`config.mk`:
```
export PLATFORM = sky130hd
export DESIGN_NAME = dsp_imm_shift
export DESIGN_NICKNAME = d
export VERILOG_FILES = /design/src/rtl/dsp_shift_pkg.sv /design/src/rtl/half_shifter.sv /design/src/rtl/acc_shifter.sv /design/src/rtl/dsp_imm_shift.sv
export SDC_FILE = /design/constraint.sdc
export NUM_CORES = 1
export LEC_CHECK = 0
export ABC_AREA = 1
export BUFFER_PORTS_ARGS = -buffer_cell sky130_fd_sc_hd__buf_2
export CAP_MARGIN = 20
export CORE_AREA = 2 2 116 118
export CTS_BUF_LIST = sky130_fd_sc_hd__clkbuf_8
export DETAILED_ROUTE_END_ITERATION = 12
export DIE_AREA = 0 0 118 120
export GPL_ROUTABILITY_DRIVEN = 0
export MAX_ROUTING_LAYER = met4
export PLACE_DENSITY_LB_ADDON = 0.05
export REMOVE_ABC_BUFFERS = 1
export SYNTH_ARGS = -nofsm -noshare
export SYNTH_HDL_FRONTEND = slang
export SYNTH_HIERARCHICAL = 1
export SYNTH_SLANG_ARGS = --single-unit
```
`constraint.sdc`:
```
create_clock -name clk_i -period 0.8 [get_ports clk_i]
set_input_delay 0.08 -clock clk_i [delete_from_list [all_inputs] [get_ports clk_i]]
set_output_delay 0.08 -clock clk_i [all_outputs]
set_load 0.1 [all_outputs]
```
`src/rtl/dsp_shift_pkg.sv`:
```
package dsp_shift_pkg;
  typedef enum logic {
    MODE_HALF = 1'b0,
    MODE_ACC  = 1'b1
  } shift_mode_e;

  typedef struct packed {
    logic az_we;
    logic az;
    logic an_we;
    logic an;
    logic v_we;
    logic v;
    logic vs_set;
  } flag_upd_t;
endpackage

```
`src/rtl/half_shifter.sv`:
```
module half_shifter #(
  parameter int HALF_W = 16,
  parameter int CNT_W  = 5
) (
  input  logic [HALF_W-1:0] op_i,
  input  logic [CNT_W-1:0]  cnt_i,
  output logic [HALF_W-1:0] res_o,
  output logic              left_o,
  output logic              ovf_o
);
  localparam int EXT_W = 2 * HALF_W;

  logic signed [EXT_W-1:0] ext_op;
  logic signed [EXT_W-1:0] shl;
  logic signed [EXT_W-1:0] shr;
  logic [CNT_W:0]          lamt;
  logic [EXT_W-HALF_W:0]   upper;
  logic [HALF_W-1:0]       sat;

  assign ext_op = {{HALF_W{op_i[HALF_W-1]}}, op_i};
  assign left_o = cnt_i > CNT_W'(HALF_W);
  assign lamt   = (CNT_W+1)'(EXT_W) - {1'b0, cnt_i};
  assign shl    = ext_op << lamt;
  assign shr    = ext_op >>> cnt_i;

  // result fits only if bit 15 and everything above it agree
  assign upper  = shl[EXT_W-1:HALF_W-1];
  assign ovf_o  = left_o && !((&upper) || (~|upper));

  assign sat    = op_i[HALF_W-1] ? {1'b1, {(HALF_W-1){1'b0}}} : {1'b0, {(HALF_W-1){1'b1}}};

  always_comb begin
    if (!left_o)    res_o = shr[HALF_W-1:0];
    else if (ovf_o) res_o = sat;
    else            res_o = shl[HALF_W-1:0];
  end
endmodule

```
`src/rtl/acc_shifter.sv`:
```
module acc_shifter #(
  parameter int EXT_W  = 8,
  parameter int WORD_W = 32,
  parameter int CNT_W  = 5
) (
  input  logic [EXT_W-1:0]  ext_i,
  input  logic [WORD_W-1:0] word_i,
  input  logic [CNT_W-1:0]  cnt_i,
  output logic [EXT_W-1:0]  ext_o,
  output logic [WORD_W-1:0] word_o,
  output logic              neg_o,
  output logic              zero_o
);
  localparam int ACC_W = EXT_W + WORD_W;

  logic signed [ACC_W-1:0] acc;
  logic signed [ACC_W-1:0] sh;

  assign acc    = {ext_i, word_i};
  assign sh     = acc >>> cnt_i;
  assign ext_o  = sh[ACC_W-1:WORD_W];
  assign word_o = sh[WORD_W-1:0];
  assign neg_o  = sh[ACC_W-1];
  assign zero_o = ~|sh;
endmodule

```
`src/rtl/dsp_imm_shift.sv`:
```
module dsp_imm_shift
  import dsp_shift_pkg::*;
#(
  parameter int HALF_W  = 16,
  parameter int EXT_W   = 8,
  parameter int CNT_W   = 5,
  parameter int NUM_ACC = 2
) (
  input  logic                       clk_i,
  input  logic                       rst_ni,
  input  logic                       valid_i,
  input  logic                       mode_i,
  input  logic [2*HALF_W-1:0]        src_word_i,
  input  logic                       src_hi_i,
  input  logic                       dst_hi_i,
  input  logic [CNT_W-1:0]           count_i,
  input  logic [$clog2(NUM_ACC)-1:0] acc_idx_i,
  input  logic [EXT_W-1:0]           acc_ext_i,
  input  logic [2*HALF_W-1:0]        acc_word_i,
  output logic                       valid_o,
  output logic                       half_wr_o,
  output logic                       dst_hi_o,
  output logic [HALF_W-1:0]          half_res_o,
  output logic                       acc_wr_o,
  output logic [$clog2(NUM_ACC)-1:0] acc_idx_o,
  output logic [EXT_W-1:0]           acc_ext_o,
  output logic [2*HALF_W-1:0]        acc_word_o,
  output logic                       az_we_o,
  output logic                       az_o,
  output logic                       an_we_o,
  output logic                       an_o,
  output logic                       v_we_o,
  output logic                       v_o,
  output logic                       vs_set_o,
  output logic [NUM_ACC-1:0]         av_clr_o
);
  localparam int WORD_W = 2 * HALF_W;
  localparam int IDX_W  = $clog2(NUM_ACC);
  localparam logic [HALF_W-1:0] SAT_NEG = {1'b1, {(HALF_W-1){1'b0}}};
  localparam logic [HALF_W-1:0] SAT_POS = {1'b0, {(HALF_W-1){1'b1}}};

  shift_mode_e mode;
  assign mode = shift_mode_e'(mode_i);

  logic [HALF_W-1:0] half_op, half_res;
  logic              half_left, half_ovf;

  assign half_op = src_hi_i ? src_word_i[WORD_W-1:HALF_W] : src_word_i[HALF_W-1:0];

  half_shifter #(.HALF_W(HALF_W), .CNT_W(CNT_W)) u_half (
    .op_i   (half_op),
    .cnt_i  (count_i),
    .res_o  (half_res),
    .left_o (half_left),
    .ovf_o  (half_ovf)
  );

  logic [EXT_W-1:0]  a_ext;
  logic [WORD_W-1:0] a_word;
  logic              a_neg, a_zero;

  acc_shifter #(.EXT_W(EXT_W), .WORD_W(WORD_W), .CNT_W(CNT_W)) u_acc (
    .ext_i  (acc_ext_i),
    .word_i (acc_word_i),
    .cnt_i  (count_i),
    .ext_o  (a_ext),
    .word_o (a_word),
    .neg_o  (a_neg),
    .zero_o (a_zero)
  );

  logic [NUM_ACC-1:0] av_clr_d;
  for (genvar g = 0; g < NUM_ACC; g++) begin : g_avclr
    assign av_clr_d[g] = (mode == MODE_ACC) && (acc_idx_i == IDX_W'(g));
  end

  flag_upd_t flg_d, flg_q;
  always_comb begin
    flg_d = '0;
    if (mode == MODE_ACC) begin
      flg_d.az_we = 1'b1;
      flg_d.az    = a_zero;
      flg_d.an_we = 1'b1;
      flg_d.an    = a_neg;
    end else if (half_left) begin
      flg_d.az_we  = 1'b1;
      flg_d.az     = ~|half_res;
      flg_d.an_we  = 1'b1;
      flg_d.an     = half_res[HALF_W-1];
      flg_d.v_we   = 1'b1;
      flg_d.v      = half_ovf;
      flg_d.vs_set = half_ovf;
    end
  end

  always_ff @(posedge clk_i or negedge rst_ni) begin
    if (!rst_ni) begin
      valid_o    <= 1'b0;
      half_wr_o  <= 1'b0;
      acc_wr_o   <= 1'b0;
      flg_q      <= '0;
      av_clr_o   <= '0;
      dst_hi_o   <= 1'b0;
      half_res_o <= '0;
      acc_idx_o  <= '0;
      acc_ext_o  <= '0;
      acc_word_o <= '0;
    end else begin
      valid_o   <= valid_i;
      half_wr_o <= valid_i && (mode == MODE_HALF);
      acc_wr_o  <= valid_i && (mode == MODE_ACC);
      flg_q     <= valid_i ? flg_d : '0;
      av_clr_o  <= valid_i ? av_clr_d : '0;
      if (valid_i) begin
        dst_hi_o   <= dst_hi_i;
        half_res_o <= half_res;
        acc_idx_o  <= acc_idx_i;
        acc_ext_o  <= a_ext;
        acc_word_o <= a_word;
      end
    end
  end

  assign az_we_o  = flg_q.az_we;
  assign az_o     = flg_q.az;
  assign an_we_o  = flg_q.an_we;
  assign an_o     = flg_q.an;
  assign v_we_o   = flg_q.v_we;
  assign v_o      = flg_q.v;
  assign vs_set_o = flg_q.vs_set;

  AST_SAT_ON_OVF: assert property (@(posedge clk_i) disable iff (!rst_ni) (half_wr_o && v_we_o && v_o) |-> (half_res_o == SAT_NEG || half_res_o == SAT_POS)) else $error("sat value");
  AST_VS_TRACKS_V: assert property (@(posedge clk_i) disable iff (!rst_ni) v_we_o |-> (vs_set_o == v_o)) else $error("sticky");
  AST_VS_NEEDS_V: assert property (@(posedge clk_i) disable iff (!rst_ni) vs_set_o |-> v_we_o) else $error("sticky w/o v");
  AST_LEFT_AN: assert property (@(posedge clk_i) disable iff (!rst_ni) (half_wr_o && an_we_o) |-> (an_o == half_res_o[HALF_W-1])) else $error("an half");
  AST_RIGHT_QUIET: assert property (@(posedge clk_i) disable iff (!rst_ni) (half_wr_o && !v_we_o) |-> !(az_we_o || an_we_o || vs_set_o)) else $error("right flags");
  AST_ACC_AN: assert property (@(posedge clk_i) disable iff (!rst_ni) acc_wr_o |-> (an_o == acc_ext_o[EXT_W-1])) else $error("acc an");
  AST_ACC_AZ: assert property (@(posedge clk_i) disable iff (!rst_ni) acc_wr_o |-> (az_o == ({acc_ext_o, acc_word_o} == '0))) else $error("acc az");
  AST_ACC_AVCLR: assert property (@(posedge clk_i) disable iff (!rst_ni) acc_wr_o |-> ($countones(av_clr_o) == 1 && !v_we_o)) else $error("av clr");
  AST_LATENCY: assert property (@(posedge clk_i) disable iff (!rst_ni) valid_i |=> valid_o) else $error("latency");
  AST_IDLE_QUIET: assert property (@(posedge clk_i) disable iff (!rst_ni) !valid_o |-> !(half_wr_o || acc_wr_o || az_we_o || an_we_o || v_we_o || vs_set_o || (|av_clr_o))) else $error("idle");
endmodule

```
==> results of run 1 <==
cell families after synthesis:
logic type	count (synthesis)
compound gates	67
mux	16
buf+inv	132
fa+ha+maj	2
flops	68
simple gates	1041
metrics by stage:
step	hold WS [ns]	TNS, ns	setup WS [ns]	instance area (um^2)	utilization [%]
global placement	-0.01737	-80.60	-2.008	10850	83.61
detailed placement	-0.01407	-83.85	-2.156	10850	83.61
floorplan	-0.2156	-73.74	-2.061	7360	-
==> flow_metrics.tcl, run 1 <==
set metrics [dict create \
    status "did not finish" \
    haltStage "clock tree synthesis (4_1_cts)" \
    stop_error "[ERROR DPL-0038] Utilization greater than 100%, impossible to legalize" \
    synth_most_common_cell "nand2_1" \
    cts_setup_buffers 42 \
    port-buffer-count 153 \
    synth_xor_area_share_pct 0 \
    synth.area.top_cells "nand2_1 (28%), dfrtp_1 (21%), nand3_1 (18%)" \
    syn_area_per_cell_um2 6.024 \
    synth_top_family_by_area "simple AND/OR/NAND/NOR gates" \
    synth_top_area_share_pct 28.38 \
    start_util_pct 61.54 \
    yosys-top-cells-count "nand2_1 (604), nand3_1 (280), dfrtp_1 (68), nor2_1 (55), nand3_2 (49)" \
    cts_hold_buf 5 \
    yosysWarningCount 6 \
    synth_seq_cells 68 \
    num_rows 42 \
    synth_fa_ha_area_share_pct 0.3133 \
    muxShareOfSynthArea_pct 2.726 \
    clock_path_buffers 2 \
    syn_inst 1326 \
    place_inst 1748 \
    synthArstFlopShare_pct 100.0 \
    synth-simple-area-share_pct 60.65 \
    synth_compound_area_share_pct 4.793 \
    yosys.area.top_type "nand2_1" \
    numCtsBuffers 9 \
    fp.dieH_um 120 \
    ys.flop_type "dfrtp_1" \
    pin_count 154 \
    cts_resized 356 \
    cts_root_buf "clkbuf_8" \
    dpl.hpwl_um 22340 \
    clkSinkCount 68 \
    synth_edf_count 0 \
    seq_area_frac_synth_pct 21.30 \
    synth_cell_types 47 \
    netlist_area_um2 7988 \
    htreeDepth 3 \
    dieWidth_um 118 \
]
==> run 2: changes to the inputs <==
--- a/config.mk
+++ b/config.mk
@@ -8,13 +8,11 @@
 export ABC_AREA = 1
 export BUFFER_PORTS_ARGS = -buffer_cell sky130_fd_sc_hd__buf_2
 export CAP_MARGIN = 20
-export CORE_AREA = 2 2 116 118
-export CTS_BUF_LIST = sky130_fd_sc_hd__clkbuf_8
+export CORE_AREA = 2 2 145 147
 export DETAILED_ROUTE_END_ITERATION = 12
-export DIE_AREA = 0 0 118 120
+export DIE_AREA = 0 0 147 149
 export GPL_ROUTABILITY_DRIVEN = 0
-export MAX_ROUTING_LAYER = met4
-export PLACE_DENSITY_LB_ADDON = 0.05
+export PLACE_DENSITY_LB_ADDON = 0.15
 export REMOVE_ABC_BUFFERS = 1
 export SYNTH_ARGS = -nofsm -noshare
 export SYNTH_HDL_FRONTEND = slang
==> flow_metrics.tcl, run 2 <==
set metrics [dict create \
    status "finished with violations" \
    violations "setup timing" \
    netlist_area_um2 7988 \
    report.final.slew_viol_count 0 \
    r2r_setup_slack_ns 0.02 \
    grt_pass1_vias 10250 \
    worst_pin_slew_ns 0.5630 \
    critical_path_class "input port to flip-flop" \
    final_cell_mix "nand2_1 (378), nand2_2 (187), nand3_2 (172)" \
    fin_skew_ns 0 \
    dpl.hpwl_um 22180 \
    synth_top_area_share_pct 28.38 \
    htreeDepth 3 \
    start_util_pct 38.86 \
    startpoint_type "input port" \
    yosys.area.top_type "nand2_1" \
    clock_path_buffers 2 \
    antenna_cells 0 \
    yosysWarningCount 6 \
    arrival_ns 2.94 \
    final_layout_size_suffix_gt1_share_pct 60.50 \
    grtUsageTotal_pct 28.70 \
    syn_area_per_cell_um2 6.024 \
    via_per_inst 5.911 \
    cts.reportedPaths.clkPinSlew_ns 0.06 \
    final-setup-viol-count 130 \
    finalHoldViolCount 0 \
    drtAntennaViolNets 0 \
    min_to "av_clr_o[1]$_DFF_PN0_" \
    reg2reg_depth 3 \
    holdWs_ns 0.04498 \
    max_freq_mhz 376.3 \
    rsz0062_at_grt "yes" \
    hp-start "mode_i" \
    multiInputGateArea_um2 8183 \
    max_slew_margin_pct 62.47 \
    reg_top3 "acc_word_o: 32 flops, half_res_o: 16 flops, acc_ext_o: 8 flops" \
    post_drt_wl_per_cell_um 20.10 \
    worstPathRequired_ns 1.08 \
    areaGrowthSynthToFinish_pct 95.44 \
    final.min_clock_period_ns 2.658 \
    port-buffer-count 153 \
    peakVddDrop_uv 1183 \
    via_count 11590 \
    dieWidth_um 147 \
    drtIter0Drc 1490 \
    seq_area_frac_synth_pct 21.30 \
    fp.dieH_um 149 \
    yosys-top-cells-count "nand2_1 (604), nand3_1 (280), dfrtp_1 (68), nor2_1 (55), nand3_2 (49)" \
    synth_cell_types 47 \
    core-area_um2 20560 \
    synth.area.top_cells "nand2_1 (28%), dfrtp_1 (21%), nand3_1 (18%)" \
    routed_wl_um 39420 \
    hold_depth 3 \
    nNetsFinal 1768 \
    final-seq-area_um2 1707 \
    cts_tree "yes" \
    powerDensity_nw_per_um2 1473 \
    cp_max_fo 8 \
    route.detailed.drc 0 \
    finalPower_mw 22.99 \
    clkSinkCount 68 \
    synthArstFlopShare_pct 100.0 \
    cap_viol_max_count 0 \
    synth_most_common_cell "nand2_1" \
    syn_inst 1326 \
    r2r_start "acc_word_o[17]$_DFFE_PN0P_" \
    grt_pass1_wl_um 51070 \
    regMostFlops "acc_word_o" \
    p_leak_nw 7.627 \
    reg2reg_to "acc_word_o[17]$_DFFE_PN0P_" \
    nFillCells 1308 \
    numCtsBuffers 9 \
    finalCritPeriodShare_pct 332.2 \
    pin_count 154 \
    fin_ws_ns -1.858 \
    hold_class "input port to flip-flop" \
    overflow 0 \
    antenna_found_initial 0 \
    final_common_cell "nand2_1" \
    worst_setup_path_end_kind "flip-flop" \
    synth_seq_cells 68 \
    grt_max_degree 56 \
    drt_pass1_iterations 10 \
    cts_root_buf "clkbuf_16" \
    die_area_um2 21900 \
    synth_edf_count 0 \
    ys.flop_type "dfrtp_1" \
    num_rows 53 \
    largest_reg_flops 32 \
    clock_latency_ns 0.33 \
]
[run 2: through the flow]
| step | worst slack (ns) | area [um^2] | setup TNS [ns] | util [%] | instances |
|---|---|---|---|---|---|
| 3_3_place_gp | -1.996 | 11080 | -90.61 | 53.92 | 1858 |
| 2_1_floorplan | -2.061 | 7360 | -73.74 | - | 1240 |
| 6_report | -1.858 | 15610 | -82.75 | 75.94 | 1961 |
| 5_1_grt | -1.892 | 15610 | -86.21 | 75.94 | 1961 |
| 3_5_place_dp | -2.045 | 11080 | -92.30 | 53.92 | 1858 |
| 4_1_cts | -1.412 | 13360 | -64.33 | 64.99 | 1924 |
[run 2: where the power goes]
group / internal, mW / leakage (nW) / switching (mW)
sequential: 3.84 / 0.841 / 0.451
combinational: 5.69 / 6.65 / 8.79
clock: 2.71 / 0.140 / 1.52
total: 12.2 / 7.63 / 10.8
[run 2: how the worst max path moves through the flow]
stage	from	end	slack [ns]	depth (start not counted)
2_1_floorplan	count_i[1]	az_o$_DFF_PN0_	-2.06	22
3_3_place_gp	count_i[1]	az_o$_DFF_PN0_	-2.00	22
3_5_place_dp	count_i[1]	az_o$_DFF_PN0_	-2.04	19
4_1_cts	src_hi_i	az_o$_DFF_PN0_	-1.41	23
5_1_grt	count_i[1]	az_o$_DFF_PN0_	-1.89	23
6_report	count_i[0]	az_o$_DFF_PN0_	-1.86	22
[run 2: cells by family (layout without fill, tap and decap cells)]
logic type	Yosys count	after routing	synth area share, %
buffers and inverters	132	490	10.21
multiplexers	16	16	2.725
flip-flops	68	68	21.30
adder cells (fa/ha/maj)	2	2	0.3132
AO/OA/AOI/OAI	67	67	4.793
AND/OR/NAND/NOR	1041	1043	60.65
[run 2: repair_timing]
action,CTS,global route
gates resized for setup,325,443
endpoints found under the setup margin,130,130
gates cloned,13,4
setup buffers,34,58
hold endpoints to repair,72,0
hold buffers,4,0
pin swaps,61,210
[run 2: worst max-delay path, cell delays in order]
cell     delay [ns]
buf_12         0.11
inv_8          0.06
ha_4           0.22
buf_8          0.14
buf_12         0.14
nand3_2        0.08
nand2_1        0.07
nand2_1        0.12
nand3_1        0.10
a21oi_1        0.24
nand2_1        0.16
nor2_1         0.16
nand2_1        0.12
nor2_4         0.14
nand2_4        0.12
nand4_4        0.23
nand3_2        0.11
nor2_1         0.15
nand2_1        0.09
nor2_1         0.12
nand3_1        0.09
nand2_1        0.07
[run 2: cell type report]
cell class | instances | share of cell area, %
Clock buffer | 9 | 1.443
Clock inverter | 6 | 0.5771
Inverter | 46 | 1.555
Multi-Input combinational cell | 1128 | 52.42
Sequential cell | 68 | 10.93
Tap cell | 275 | 2.204
Timing Repair Buffer | 428 | 30.80
Timing Repair inverter | 1 | 0.07213
[run 2: routing by layer]
layer  wire, um  track usage, %  vias up
met4       2936           12.45        2
met1      13700           34.14     5409
met5         35               0        -
met2      19460           51.90      814
met3       3282           3.884      292
li1           -               -     5075
No activity file was read; power rests on OpenSTA's default activity.
